[src/rtl/trk_rx_pkg.sv]
package trk_rx_pkg;

    localparam int CAR_ID_W = 3;
    localparam int SPEED_W  = 4;
    localparam int NUM_CARS = 1 << CAR_ID_W;
    localparam int CTRL_LEN = 10;

    // field positions inside a controller frame (newest bit at 0)
    localparam int SPEED_LSB = 1;
    localparam int SW_POS    = 5;
    localparam int ID_LSB    = 6;

    typedef enum logic [1:0] {
        RX_IDLE = 2'd0,
        RX_PH2  = 2'd1,
        RX_PH1  = 2'd2,
        RX_DONE = 2'd3
    } rx_state_e;

    typedef struct packed {
        logic [SPEED_W-1:0] speed;
        logic               sw_req;
    } car_entry_t;

endpackage

[src/rtl/trk_rx_sync_edge.sv]
module trk_rx_sync_edge #(
    parameter int SYNC_STAGES = 2
) (
    input  logic clk,
    input  logic rst_n,
    input  logic line_in,
    output logic line_s,
    output logic rise
);
    logic [SYNC_STAGES-1:0] chain_q;
    logic                   prev_q;

    generate
        for (genvar i = 0; i < SYNC_STAGES; i++) begin : g_stage
            if (i == 0) begin : g_first
                always_ff @(posedge clk or negedge rst_n) begin
                    if (!rst_n) chain_q[0] <= 1'b0;
                    else        chain_q[0] <= line_in;
                end
            end else begin : g_next
                always_ff @(posedge clk or negedge rst_n) begin
                    if (!rst_n) chain_q[i] <= 1'b0;
                    else        chain_q[i] <= chain_q[i-1];
                end
            end
        end
    endgenerate

    always_ff @(posedge clk or negedge rst_n) begin
        if (!rst_n) prev_q <= 1'b0;
        else        prev_q <= chain_q[SYNC_STAGES-1];
    end

    assign line_s = chain_q[SYNC_STAGES-1];
    assign rise   = line_s & ~prev_q;

    // a rising edge is never reported on a line that was already high
    AST_RISE_FROM_LOW: assert property (@(posedge clk) disable iff (!rst_n)
        rise |=> !rise);

endmodule

[src/rtl/trk_rx_tick.sv]
module trk_rx_tick #(
    parameter int TICK_CYCLES = 2500
) (
    input  logic clk,
    input  logic rst_n,
    input  logic run,
    input  logic clr,
    output logic tick
);
    localparam int CW = (TICK_CYCLES > 2) ? $clog2(TICK_CYCLES) : 1;
    localparam logic [CW-1:0] LAST = CW'(TICK_CYCLES - 1);

    logic [CW-1:0] cnt_q;

    always_ff @(posedge clk or negedge rst_n) begin
        if (!rst_n) begin
            cnt_q <= '0;
        end else if (clr || !run) begin
            cnt_q <= '0;
        end else if (cnt_q == LAST) begin
            cnt_q <= '0;
        end else begin
            cnt_q <= cnt_q + 1'b1;
        end
    end

    assign tick = run && !clr && (cnt_q == LAST);

    // ticks are spaced, never back to back
    AST_TICK_SPACED: assert property (@(posedge clk) disable iff (!rst_n)
        tick |=> !tick);

    AST_NO_TICK_IDLE: assert property (@(posedge clk) disable iff (!rst_n)
        !run |-> !tick);

endmodule

[src/rtl/trk_rx_frame_fsm.sv]
module trk_rx_frame_fsm
    import trk_rx_pkg::*;
#(
    parameter int CNT_W = 6,
    parameter int BUF_W = 16
) (
    input  logic             clk,
    input  logic             rst_n,
    input  logic             line_s,
    input  logic             rise,
    input  logic             tick,
    output logic             tick_run,
    output logic             tick_clr,
    output logic             pkt_done,
    output logic [CNT_W-1:0] pkt_len,
    output logic [BUF_W-1:0] pkt_bits
);
    localparam logic [CNT_W-1:0] CNT_MAX = {CNT_W{1'b1}};

    rx_state_e        state_q, state_d;
    logic [CNT_W-1:0] bit_cnt_q;
    logic [BUF_W-1:0] shreg_q;
    logic             first_high_q;

    logic arm;
    logic frame_end;
    logic saturated;

    assign arm       = (state_q == RX_IDLE) && rise;
    assign frame_end = first_high_q && line_s;
    assign saturated = (bit_cnt_q == CNT_MAX);

    // next state
    always_comb begin
        state_d = state_q;
        unique case (state_q)
            RX_IDLE: if (rise) state_d = RX_PH2;
            RX_PH2: begin
                if (tick) begin
                    if (frame_end)      state_d = RX_DONE;
                    else if (saturated) state_d = RX_IDLE;
                    else                state_d = RX_PH1;
                end
            end
            RX_PH1:  if (tick) state_d = RX_PH2;
            RX_DONE: state_d = RX_IDLE;
            default: state_d = RX_IDLE;
        endcase
    end

    // state register
    always_ff @(posedge clk or negedge rst_n) begin
        if (!rst_n) state_q <= RX_IDLE;
        else        state_q <= state_d;
    end

    // datapath registers
    always_ff @(posedge clk or negedge rst_n) begin
        if (!rst_n) begin
            bit_cnt_q    <= '0;
            shreg_q      <= '0;
            first_high_q <= 1'b0;
        end else if (arm) begin
            bit_cnt_q    <= '0;
            shreg_q      <= '0;
            first_high_q <= 1'b0;
        end else if (tick && state_q == RX_PH2 && !frame_end && !saturated) begin
            shreg_q   <= {shreg_q[BUF_W-2:0], ~line_s};
            bit_cnt_q <= bit_cnt_q + 1'b1;
        end else if (tick && state_q == RX_PH1) begin
            first_high_q <= line_s;
        end
    end

    // outputs
    always_comb begin
        tick_run = (state_q == RX_PH2) || (state_q == RX_PH1);
        tick_clr = arm;
        pkt_done = (state_q == RX_DONE);
        pkt_len  = pkt_done ? bit_cnt_q : '0;
        pkt_bits = pkt_done ? shreg_q : '0;
    end

    AST_IDLE_HOLDS: assert property (@(posedge clk) disable iff (!rst_n)
        (state_q == RX_IDLE && !rise) |=> state_q == RX_IDLE);

    AST_BIT_COUNTS: assert property (@(posedge clk) disable iff (!rst_n)
        (state_q == RX_PH2 && tick && !frame_end && !saturated)
            |=> bit_cnt_q == $past(bit_cnt_q) + 1'b1);

    AST_CLOSE: assert property (@(posedge clk) disable iff (!rst_n)
        (state_q == RX_PH2 && tick && first_high_q && line_s)
            |=> state_q == RX_DONE);

    AST_FIRST_SLOT_OPEN: assert property (@(posedge clk) disable iff (!rst_n)
        arm |=> !first_high_q);

    AST_NO_OVERFLOW: assert property (@(posedge clk) disable iff (!rst_n)
        (state_q == RX_PH2 && tick && !frame_end && saturated)
            |=> state_q == RX_IDLE);

    AST_EDGES_IGNORED: assert property (@(posedge clk) disable iff (!rst_n)
        ((state_q == RX_PH2 || state_q == RX_PH1) && !tick)
            |=> $stable(state_q) && $stable(bit_cnt_q));

endmodule

[src/rtl/trk_car_table.sv]
module trk_car_table
    import trk_rx_pkg::*;
(
    input  logic                clk,
    input  logic                rst_n,
    input  logic                wr_en,
    input  logic [CAR_ID_W-1:0] wr_id,
    input  car_entry_t          wr_entry,
    input  logic [CAR_ID_W-1:0] rd_id,
    output car_entry_t          rd_entry
);
    car_entry_t [NUM_CARS-1:0] slot_q;

    generate
        for (genvar c = 0; c < NUM_CARS; c++) begin : g_slot
            always_ff @(posedge clk or negedge rst_n) begin
                if (!rst_n) begin
                    slot_q[c] <= '0;
                end else if (wr_en && wr_id == CAR_ID_W'(c)) begin
                    slot_q[c] <= wr_entry;
                end
            end
        end
    endgenerate

    assign rd_entry = slot_q[rd_id];

    AST_TABLE_QUIET: assert property (@(posedge clk) disable iff (!rst_n)
        !wr_en |=> $stable(slot_q));

endmodule

[src/rtl/trk_packet_rx.sv]
module trk_packet_rx
    import trk_rx_pkg::*;
#(
    parameter int TICK_CYCLES = 2500,
    parameter int SYNC_STAGES = 2,
    parameter int CNT_W       = 6,
    parameter int BUF_W       = 16
) (
    input  logic                clk,
    input  logic                rst_n,
    input  logic                line_in,
    output logic                pkt_done,
    output logic [CNT_W-1:0]    pkt_len,
    output logic [BUF_W-1:0]    pkt_bits,
    output logic                pkt_valid,
    output logic [CAR_ID_W-1:0] car_id,
    output logic [SPEED_W-1:0]  speed,
    output logic                sw_req,
    input  logic [CAR_ID_W-1:0] rd_car,
    output logic [SPEED_W-1:0]  rd_speed,
    output logic                rd_sw
);
    logic       line_s;
    logic       rise;
    logic       tick;
    logic       tick_run;
    logic       tick_clr;
    car_entry_t wr_entry;
    car_entry_t rd_entry;

    trk_rx_sync_edge #(.SYNC_STAGES(SYNC_STAGES)) u_sync (
        .clk    (clk),
        .rst_n  (rst_n),
        .line_in(line_in),
        .line_s (line_s),
        .rise   (rise)
    );

    trk_rx_tick #(.TICK_CYCLES(TICK_CYCLES)) u_tick (
        .clk  (clk),
        .rst_n(rst_n),
        .run  (tick_run),
        .clr  (tick_clr),
        .tick (tick)
    );

    trk_rx_frame_fsm #(.CNT_W(CNT_W), .BUF_W(BUF_W)) u_fsm (
        .clk     (clk),
        .rst_n   (rst_n),
        .line_s  (line_s),
        .rise    (rise),
        .tick    (tick),
        .tick_run(tick_run),
        .tick_clr(tick_clr),
        .pkt_done(pkt_done),
        .pkt_len (pkt_len),
        .pkt_bits(pkt_bits)
    );

    // controller packet decode
    always_comb begin
        pkt_valid = pkt_done && (pkt_len == CNT_W'(CTRL_LEN));
        car_id    = '0;
        speed     = '0;
        sw_req    = 1'b0;
        if (pkt_valid) begin
            car_id = pkt_bits[ID_LSB +: CAR_ID_W];
            speed  = pkt_bits[SPEED_LSB +: SPEED_W];
            sw_req = pkt_bits[SW_POS];
        end
        wr_entry.speed  = speed;
        wr_entry.sw_req = sw_req;
    end

    trk_car_table u_table (
        .clk     (clk),
        .rst_n   (rst_n),
        .wr_en   (pkt_valid),
        .wr_id   (car_id),
        .wr_entry(wr_entry),
        .rd_id   (rd_car),
        .rd_entry(rd_entry)
    );

    assign rd_speed = rd_entry.speed;
    assign rd_sw    = rd_entry.sw_req;

    AST_DONE_PULSE: assert property (@(posedge clk) disable iff (!rst_n)
        pkt_done |=> !pkt_done);

    AST_VALID_WITH_DONE: assert property (@(posedge clk) disable iff (!rst_n)
        pkt_valid |-> pkt_done);

endmodule

[config.mk]
export PLATFORM = sky130hd
export DESIGN_NAME = trk_packet_rx
export DESIGN_NICKNAME = d
export VERILOG_FILES = /design/src/rtl/trk_rx_pkg.sv /design/src/rtl/trk_rx_sync_edge.sv /design/src/rtl/trk_rx_tick.sv /design/src/rtl/trk_rx_frame_fsm.sv /design/src/rtl/trk_car_table.sv /design/src/rtl/trk_packet_rx.sv
export SDC_FILE = /design/constraint.sdc
export NUM_CORES = 1
export LEC_CHECK = 0
export BUFFER_PORTS_ARGS = -buffer_cell sky130_fd_sc_hd__buf_2
export CORE_ASPECT_RATIO = 0.75
export CORE_MARGIN = 4
export CORE_UTILIZATION = 58
export DETAILED_ROUTE_END_ITERATION = 12
export HOLD_SLACK_MARGIN = 0.1
export PLACE_DENSITY_LB_ADDON = 0.05
export SLEW_MARGIN = 25
export SYNTH_ARGS = -nofsm -noshare
export SYNTH_HDL_FRONTEND = slang
export SYNTH_SLANG_ARGS = --single-unit
[constraint.sdc]
create_clock -name clk -period 2.4 [get_ports clk]
set_input_delay 0.12 -clock clk [delete_from_list [all_inputs] [get_ports clk]]
set_output_delay 0.12 -clock clk [all_outputs]
set_load 0.02 [all_outputs]
# Yosys cells after proc, flatten, opt, wreduce, memory -nomap -nowiden
# Index checks and enable logic that the tools add are counted.
totals:
  regBits: 80
  elab_cells: 98
classes:
  add_sub_neg: 2
  magnitude_cmp: 1
  n_eq_ne: 17
  mux: 22
  n_bitwise: 3
  n_reduce_logical: 29
op_table:
  columns: ["operator", "n"]
  rows:
  - ["$mux W16", 3]
  - ["$mux W12", 2]
  - ["$mux W6", 3]
  - ["$logic_and A1 B1 Y1", 17]
  - ["$bmux W5 S3", 1]
  - ["$add A12 B1 Y12 const B", 1]
  - ["$eq A12 B12 Y1 const B", 1]
  - ["$eq A3 B3 Y1 const B", 4]
  - ["$mux W2", 5]
  - ["$pmux W2 S4", 1]
  - ["$add A6 B1 Y6 const B", 1]
  - ["$eq A3 B2 Y1 const B", 2]
  - ["$eq A6 B4 Y1 const B", 1]
  - ["$eq A6 B6 Y1 const B", 1]
  - ["$ne A2 B1 Y1 const B", 3]
  - ["$mux W5", 1]
  - ["$eq A2 B2 Y1 const B", 2]
  - ["$logic_not A1 Y1", 4]
  - ["$lt A3 B4 Y1 const B", 1]
  - ["$mux W1", 4]
  - ["$mux W4", 1]
  - ["$reduce_bool A2 Y1", 2]
  - ["$eq A3 B1 Y1 const B", 1]
  - ["$logic_not A3 Y1", 1]
  - ["other kinds (9)", 11]

# Logic depth before layout (Yosys ltp)
depth:
  ltp_word: 11
  depth_mapped: 7
  ltp_nobuf: 5

# By module
# A second synthesis with hierarchy kept.
hier_totals:
  hier_cells: 318
  area_unflattened_um2: 4020.1
by_module_without_submodules:
  columns: ["mod", "n_inst", "cells_each", "area_per_inst_um2"]
  rows:
  - ["trk_car_table", 1, 106, 1884.3]
  - ["trk_rx_frame_fsm", 1, 134, 1317.5]
  - ["trk_rx_tick", 1, 63, 630.6]
  - ["trk_packet_rx", 1, 11, 98.8]
  - ["trk_rx_sync_edge", 1, 4, 88.8]

# Least setup slack after synthesis
# No wires, ideal clock.
synth_timing:
  path_type: "flip-flop to flip-flop"
  from: "register u_fsm.state_q[0]"
  to: "register u_table.slot_q[10] (netlist bit)"
  setup_time_ps: 128
  arrival_time_ps: 2182
  required_ps: 2272
  slack_ps: 90
  stages_incl_launch_ff: 7
  n_path_buf: 1
  synth_period_minus_slack_ps: 2310
  cell_sequence: "dfrtp_1 ha_1 and2_1 nand4b_4 or4_1 buf_2 mux2_1"
synth_between:
  elab_chain_len: 7
  word_cells_on_any_way: 9
  cone_classes: "eq/ne (3); mux (4); reduce/logical (2)"
synth_rtl:
  columns: ["item", "line", "rtl"]
  rows:
  - ["start: declaration", "trk_rx_frame_fsm.sv:20", "rx_state_e state_q, state_d;"]
  - ["start signal: assignment", "trk_rx_frame_fsm.sv:54", "else state_q <= state_d;"]
  - ["$eq A2 B2 Y1 *", "trk_rx_frame_fsm.sv:79", "pkt_done = (state_q == RX_DONE);"]
  - ["via pkt_done", "trk_packet_rx.sv:12", "output logic pkt_done,"]
  - ["$mux W6 *", "trk_rx_frame_fsm.sv:80", "pkt_len = pkt_done ? bit_cnt_q : '0;"]
  - ["via pkt_len[1]", "trk_packet_rx.sv:13", "output logic [CNT_W-1:0] pkt_len,"]
  - ["$eq A6 B4 Y1 *", "trk_packet_rx.sv:62", "pkt_valid = pkt_done && (pkt_len == CNT_W'(CTRL_LEN));"]
  - ["$logic_and A1 B1 Y1 *", "trk_packet_rx.sv:62", null]
  - ["$mux W3", "trk_packet_rx.sv:66", "if (pkt_valid) begin"]
  - ["$eq A3 B2 Y1", "trk_car_table.sv:19", "end else if (wr_en && wr_id == CAR_ID_W'(c)) begin"]
  - ["$logic_and A1 B1 Y1", "trk_car_table.sv:19", null]
  - ["end signal: indexed assignment", "trk_car_table.sv:20", "slot_q[c] <= wr_entry;"]
  - ["end: declaration", "trk_car_table.sv:12", "car_entry_t [NUM_CARS-1:0] slot_q;"]
# Mark *: on every way through the listed nets, which the timed path passes. The rest lies on a longest branch.
# A chain may end at the register's enable or synchronous reset.

# Final worst setup path
layout_timing:
  from: "register u_fsm.state_q[0]"
  to: "register u_table.slot_q[7] (netlist bit)"
layout_between:
  elab_chain_len: 7
  word_cells_on_any_way: 9
  cone_classes: "eq/ne (3); mux (4); reduce/logical (2)"
layout_rtl:
  columns: ["item", "line"]
  rows:
  - ["$eq A2 B2 Y1 *", "trk_rx_frame_fsm.sv:79"]
  - ["$mux W6", "trk_rx_frame_fsm.sv:80"]
  - ["$eq A6 B4 Y1", "trk_packet_rx.sv:62"]
  - ["$logic_and A1 B1 Y1", "trk_packet_rx.sv:62"]
  - ["$mux W3", "trk_packet_rx.sv:66"]
  - ["$eq A3 B1 Y1", "trk_car_table.sv:19"]
  - ["$logic_and A1 B1 Y1", "trk_car_table.sv:19"]
# Every way passes the cells marked *; elsewhere a longest branch is shown, timed or not.

==> metrics.md <==
| Metric | Value |
|---|---|
| Die height | `79.63 um` |
| Setup crit start | `u_fsm.state_q[0]` |
| Leak Pwr | `0.002250 uW` |
| # Max-Cap Violations | `0` |
| Hold WS | `0.3116 ns` |
| 1st-iter DRT viols | `143` |
| Yosys top cell by area | `dfrtp_1` |
| ANT cells | `0` |
| Num Clock Sinks | `80` |
| Layout fillers | `480` |
| Drc violations | `0` |
| Hold Path Class | `in -> async` |
| H-tree depth | `3` |
| Initial antenna violation count | `0` |
| RD Place Congestion | `0.8439` |
| First-pass GRT wire length | `15190 um` |
| Reg2reg path depth | `6` |
| First drt pass iteration count | `4` |
| Worst slew pin tran | `0.6096 ns` |
| Critical path endpoint category | `flip-flop` |
| Post-placement setup slack | `0.1675 ns` |
| Num ports | `43` |
| Initial core utilization | `61.28%` |
| Crit share post-route | `94.48%` |
| Fin. max-slew vios | `0` |
| #FFs+latches synth | `80` |
| Synth Area per Inst | `11.53 um2` |
| Worst vdd ir | `292.5 uV` |
| Synth top area cells | `dfrtp_1 50%, mux2_2 7.1%, mux2_1 5.7%` |
| Synth top area share | `50.46%` |
| Outcome | `finished, final reports clean` |
| Library cells used by synthesis | `36` |
| IO buf count | `42` |
| Post-synthesis sequential area ratio | `50.46%` |
| DP HPWL | `6281 um` |
| Gr usage total | `23.73%` |
| Commonest non-fill, non-tap cells in the layout | `80 x dfrtp_1, 41 x buf_2, 27 x nand3_1` |
| CTS tree | `built` |
| WP data required | `2.62 ns` |
| Largest net degree at the start of global routing | `44` |
| Setup Fix Bufs, Post-CTS | `0` |
| Placed inst area | `4302 um2` |
| Vias in the first global route | `2883` |
| Post-DRT Antenna Nets | `0` |
| Synth Warn # | `0` |
| RSZ-0062 raised after global routing | `no` |
| Rows | `25` |
| Die X | `103.5 um` |
| Synthesized area | `3968 um2` |
| Most common cell after layout, fill and taps aside | `dfrtp_1` |
| R2R Path Start | `u_fsm.state_q[0]` |
| Cts bufs inserted | `9` |
| Worst-skew pair later-pin latency | `0.34 ns` |
| Multi-input combinational cell area | `1864 um2` |
| WS Path Type | `reg -> reg` |
| Die area | `8241 um2` |
| Root buffer cell | `clkbuf_8` |
| WP data arrival | `2.48 ns` |
| Syn Nets | `356` |
| Nets | `404` |
| Top fanout value on the critical path | `24` |
| Area delta synth->final | `13.06%` |
| Setup_tns | `0 ns` |
| Sequential cell area | `2002 um2` |
| Final WL | `8942 um` |
| PwrDens | `634.1 nW/um2` |
| Fmax | `441.0 MHz` |
| Final setup vio count | `0` |
| Fin worst setup slack | `0.1324 ns` |
| Post-route design area | `4486 um2` |
| Worst-path clk slew | `0.07 ns` |
| Grt ovf | `0` |
| Worst setup SP type | `flip-flop` |
| CTS max path bufs | `2` |
| Vias | `2837` |
| Core Region | `6475 um2` |
| Fraction of layout cells with a size suffix above 1 | `28.54%` |
| Min Tclk post-route | `2.268 ns` |
| Per-cell routed wire length | `18.75 um` |
| Relative slew slack | `59.36%` |
| Clock Skew | `0.01008 ns` |
| Final Hold Viols | `0` |
| DR vias/cell | `5.948` |
| Post-Syn Instances | `344` |
## path summary, 6_finish.rpt
| check | endpoint | slack, ns |
|---|---|---|
| worst max register to register | u_table.slot_q[7] | 0.13 |
| min in group clk | u_sync.chain_q[0] | 0.42 |
| worst min-delay path | u_tick.cnt_q[0] | 0.31 |
| worst min register to register | u_sync.line_s | 0.42 |
| worst max-delay path | u_table.slot_q[7] | 0.13 |
| max in group asynchronous | u_tick.cnt_q[9] | 1.38 |
## synthesized netlist by cell type (all sizes together)
cell / n
dfrtp: 80
mux2: 45
nand3: 27
and2: 21
o21ai: 19
a21oi: 18
nor2: 17
nand2: 16
clkbuf: 14
mux4: 10
inv: 9
xor2: 8
buf: 6
ha: 6
mux2i: 6
or4: 6
nor2b: 5
nand4: 4
and4: 3
nand2b: 3
nor4: 3
and3: 2
nor4b: 2
o211ai: 2
o31ai: 2
xnor2: 2
a21bo: 1
a31oi: 1
nand3b: 1
nand4b: 1
nor3: 1
nor3b: 1
o211a: 1
or3: 1
## what timing repair did
| item | CTS | global route |
|---|---|---|
| hold buffers | 2 | 0 |
| endpoints found under the hold margin | 42 | 0 |
| gates resized for setup | 0 | 4 |
| setup endpoints to repair | 0 | 4 |
## per-stage QoR
stage	total power, uW	instances	utilization [%]
global route	3025	477	69.28
detailed placement	2056	460	66.43
CTS	2876	477	69.12
finish	2844	477	69.28
floorplan	1850	344	-
global placement	2030	460	66.43
## logic make-up (layout without fill, tap and decap cells)
kind of cell | after synthesis | after routing | synth area share, %
muxes | 61 | 61 | 19.96
adders and majority gates | 6 | 6 | 1.892
DFF | 80 | 80 | 50.46
buffers and inverters | 29 | 81 | 2.933
AOI/OAI and AO/OA | 44 | 44 | 6.086
xor gates and xnor gates | 10 | 10 | 2.208
and+or+nand+nor | 114 | 114 | 16.46
## state kept, by name, indices dropped and copies added, names as in the netlist
name                cells
u_sync.prev_q           1
u_fsm.shreg_q          16
u_table.slot_q         40
u_fsm.state_q           2
u_sync.line_s           1
u_sync.chain_q          1
u_fsm.first_high_q      1
u_fsm.bit_cnt_q         6
u_tick.cnt_q           12
## final cells by class
cell class              count  area share [%]
multi-input cells         235           41.56
inverters                   9          0.7531
clock buffers              11           2.929
flip-flops and latches     80           44.63
well taps                  81           2.259
repair buffers             57           7.364
clock inverters             4          0.5021
## worst max-delay path, stage by stage (launching register included)
cell and delay, ns:
dfrtp_1 0.41, ha_1 0.23, buf_4 0.21, nand2_1 0.19
inv_1 0.12, or4_1 0.63, mux2_1 0.37
## power breakdown
part,switching (uW),total (uW),internal [uW]
combinational,415,602,187
sequential,37.8,1430,1390
clock,448,813,365
total,900,2840,1940
## routing by layer
layer	share of wire [%]	GRT usage, %	up-vias
met2	43	34.86	98
met1	50	35.37	1407
li1	-	-	1321
met5	0	0	-
met4	0.95	5.046	0
met3	5.5	6.710	11
Power figures use the tool's default switching activity.
